[src/rtl/spi_shift_master.sv]
module spi_shift_master #(
  parameter int DIV_W = 8
) (
  input  logic             clk,
  input  logic             rst_n,
  input  logic             master_en,
  input  logic             irq_en,
  input  logic [2:0]       frame_len,
  input  logic [DIV_W-1:0] half_div,
  input  logic             wr_data,
  input  logic [7:0]       wdata,
  input  logic             rd_data,
  input  logic             stat_wr,
  input  logic [2:0]       stat_wdata,
  output logic             busy,
  output logic [7:0]       rdata,
  output logic             done_flag,
  output logic             wcol_flag,
  output logic             ovr_flag,
  output logic             irq,
  output logic             sck,
  output logic             mosi,
  input  logic             miso
);

  logic [DIV_W-1:0] cnt;
  logic [3:0]       left;
  logic [7:0]       sh, rx, rbuf;
  logic             full;

  wire [3:0] nbits  = {1'b0, frame_len} + 4'd1;
  wire       tick   = busy && (cnt == half_div);
  wire       rise   = tick && !sck;
  wire       fall   = tick && sck;
  wire       last   = fall && (left == 4'd0);
  wire       start  = wr_data && master_en && !busy;
  wire       unread = full && !rd_data;
  wire [2:0] keep   = stat_wr ? stat_wdata : 3'b111;

  assign mosi  = busy & sh[7];
  assign rdata = rbuf;
  assign irq   = irq_en & done_flag;

  always_ff @(posedge clk or negedge rst_n) begin
    if (!rst_n) begin
      busy <= 1'b0;
      sck  <= 1'b0;
      cnt  <= '0;
      left <= '0;
      sh   <= '0;
      rx   <= '0;
    end else if (start) begin
      busy <= 1'b1;
      sck  <= 1'b0;
      cnt  <= '0;
      left <= nbits;
      sh   <= wdata << (4'd8 - nbits);
      rx   <= '0;
    end else if (busy) begin
      cnt <= tick ? '0 : cnt + 1'b1;
      if (rise) begin
        sck  <= 1'b1;
        rx   <= {rx[6:0], miso};
        left <= left - 4'd1;
      end
      if (fall) begin
        sck <= 1'b0;
        sh  <= {sh[6:0], 1'b0};
        if (left == 4'd0) busy <= 1'b0;
      end
    end
  end

  always_ff @(posedge clk or negedge rst_n) begin
    if (!rst_n) begin
      rbuf      <= '0;
      full      <= 1'b0;
      done_flag <= 1'b0;
      wcol_flag <= 1'b0;
      ovr_flag  <= 1'b0;
    end else begin
      if (last && !unread) begin
        rbuf <= rx;
        full <= 1'b1;
      end else if (rd_data) begin
        full <= 1'b0;
      end
      done_flag <= last | (done_flag & keep[0]);
      wcol_flag <= (wr_data & busy) | (wcol_flag & keep[1]);
      ovr_flag  <= (last & unread) | (ovr_flag & keep[2]);
    end
  end

endmodule

[config.mk]
export PLATFORM = sky130hd
export DESIGN_NAME = spi_shift_master
export DESIGN_NICKNAME = d
export VERILOG_FILES = /design/src/rtl/spi_shift_master.sv
export SDC_FILE = /design/constraint.sdc
export NUM_CORES = 1
export LEC_CHECK = 0
export BUFFER_PORTS_ARGS = -buffer_cell sky130_fd_sc_hd__buf_2
export CAP_MARGIN = 15
export CORE_UTILIZATION = 40
export DETAILED_ROUTE_END_ITERATION = 16
export SETUP_SLACK_MARGIN = 0.3
export SLEW_MARGIN = 20
export SYNTH_ARGS = -nofsm -noshare
export SYNTH_HDL_FRONTEND = slang
export SYNTH_SLANG_ARGS = --single-unit
[constraint.sdc]
create_clock -name clk -period 2.5 [get_ports clk]
set_clock_uncertainty 0.15 [all_clocks]
set_input_delay 0.5 -clock clk [delete_from_list [all_inputs] [get_ports clk]]
set_output_delay 0.5 -clock clk [all_outputs]
set_load 0.1 [all_outputs]
==> impl_metrics.toml <==
[final_layout]
regArea_um2 = 1060
flow.area_growth_from_synthesis_pct = 23.4
multiInputGateArea_um2 = 1280
drive_above_1_share_pct = 37.9
n_antenna_cell = 0
fill_cells = 518
nNetsFinal = 318

[clock_tree]
htreeDepth = 2
clkLatencyLatePin_ps = 290
clock_path_buffers = 2
cts_buffers = 5
clk_pin_slew_ps = 80
root_buffer = "clkbuf_8"
clock-sinks = 42
cts_tree = "done"
ctsHoldBuffers = 0

[pwr]
p_leak_nw = 1.34
power.density_nw_per_um2 = 704
ir_drop_v = 0.000324

[critical_path]
worstSetupPathType = "in -> reg"
cp_data_arrival_time_ps = 2160
start_kind = "input port"
crit_fanout = 5
crit_path_end_kind = "register"
cp.required_ps = 2520

[placed_design]
port_buffers = 44
hpwl_mm = 3.58
place.gp.congestion = 0.791

[synthesis]
ys_seq_area_share_pct = 44.6
ys.flop_type = "dfrtp_1"
synthAdderAreaFrac_pct = 2.12
synth_cell_types = 52
synthMuxAreaShare_pct = 11.9
synth.avg_cell_area_um2 = 10.3
synthArstFlopShare_pct = 100
syn_inst = 229
synth.most_common_cell = "dfrtp_1"
synth-edff-count = 0
synth_area_leader_cell = "dfrtp_1"
synth_seq_cells = 42
synthTopCellsByCount = "dfrtp_1, nand2_1, o21ai_0"
yosysWarnings = 0
syn_nets = 263
syn_area_um2 = 2360
synth_top_area_share_pct = 44.6
synth_xor_area_share_pct = 4.46
synth_area_leaders = "dfrtp_1, mux2_2, mux4_2"
synth_compound_area_share_pct = 15.8
synth_top_family_by_area = "simple AND/OR/NAND/NOR gates"
yosys.area_share.simple_pct = 17.4

[timing]
holdWs_ps = 20.0
setup_viol = 0
fin_crit_sh_pct = 85.5
maxSlewHeadroom_pct = 60.2
max_freq_ghz = 0.468
tns_ps = 0
hold_viol = 0
tightest_slew_ps = 593
fin_crit_ps = 2140
final_max_slew_viol_count = 0
rsz0062_at_grt = "no"

[global_route]
grt_pass1_wl_mm = 8.22
grt_pass1_vias = 1772
grt_antenna_before_repair = 0
grt_usage_pct = 17.0
grt.overflow.total = 0
grt_max_degree = 23

[detailed_routing]
drc = 0
drtIter0Drc = 53
vias = 1882
routed_wl_mm = 4.80
wl_per_cell_um = 13.4
drt_pre_antenna_iters = 4
ant_nets = 0
viasPerCell = 5.27

[floorplan]
pin_count = 45
die_w_um = 78.7
die_y_um = 78.7
core_um2 = 5610
die_area_um2 = 6200
initial_core_util_pct = 42.0
num_rows = 27

[status]
status = "finished, final reports clean"

[flow_run]
max_cap_viol_count = 0

[min_path]
hold_path.class = "in -> async"
logic make-up after synthesis:
logic type               count (synthesis)
adder cells (fa/ha/maj)                  4
flip-flops                              42
AND/OR/NAND/NOR                         76
AO/OA/AOI/OAI                           53
XOR/XNOR                                12
multiplexers                            20
buffers and inverters                   22
through the flow:
step	std cells	util, %	area (µm²)	total power, mW	worst slack, ps
floorplan	229	-	2390	1.40	270
global placement	346	49.1	2760	1.56	81.0
detailed placement	346	49.1	2760	1.57	68.3
CTS	356	51.1	2870	2.04	308
global route	357	51.9	2910	2.18	303
finish	357	51.9	2910	2.05	363
metal layers:
metal	GRT usage [%]	up-vias	share of wire [%]
met3	3.10	4	3.2
met4	6.11	0	1.0
met1	22.8	894	51
met2	27.6	42	45
li1	-	942	-
met5	0	-	0
placed cells by master (no fill, tap or decap), types with 3 or more instances in the layout:
cell type	n
buf_2	44
dfrtp_1	38
nand2_1	27
o21ai_0	21
mux2_2	14
buf_4	13
inv_1	11
nand3_1	10
nand2b_1	8
nor2_1	8
xnor2_1	7
clkbuf_8	6
a21oi_1	5
mux4_2	5
xnor2_2	3
a22o_1	3
ha_1	3
dfrtp_2	3
area by class of cell:
cell class	instances	area share [%]
repair buffers	58	11.6
clock inverters	2	0.430
flip-flops and latches	42	36.4
well taps	72	3.10
clock buffers	6	2.84
multi-input cells	165	44.1
inverters	12	1.55
registers in the layout (all words and copies together) (netlist names):
register   count
wcol_flag      1
full           1
sck            1
cnt            8
sh             8
done_flag      1
left           4
rdata          8
ovr_flag       1
rx             8
busy           1
worst max-delay path, cell delays in order:
cell and delay, ps:
buf_2 140, ha_4 300, mux4_2 490, mux2_2 280
a22o_1 190, mux2_2 250
power by group:
part	internal (mW)	total, mW	switching, mW
registers	0.812	0.958	0.145
clock network	0.222	0.451	0.229
logic	0.305	0.637	0.332
total	1.34	2.05	0.706
worst paths after layout:
kind                              start   endpoint  slack (ps)  cells after the start
setup / recovery           frame_len[1]      sh[5]         360                      6
setup reg to reg                 cnt[4]      sh[4]         370                      5
hold reg to reg                rdata[3]   rdata[3]         350                      1
max in group asynchronous         rst_n     cnt[2]        1660                      2
hold / removal                    rst_n     cnt[5]          20                      1
min in group clk                wr_data  wcol_flag         280                      3
what timing repair did:
item,4_1_cts,5_1_grt
gates cloned,0,0
setup buffers,2,1
setup endpoints to repair,4,25
resized for setup,1,6
pin swaps,3,4
No activity file was read; power rests on OpenSTA's default activity.
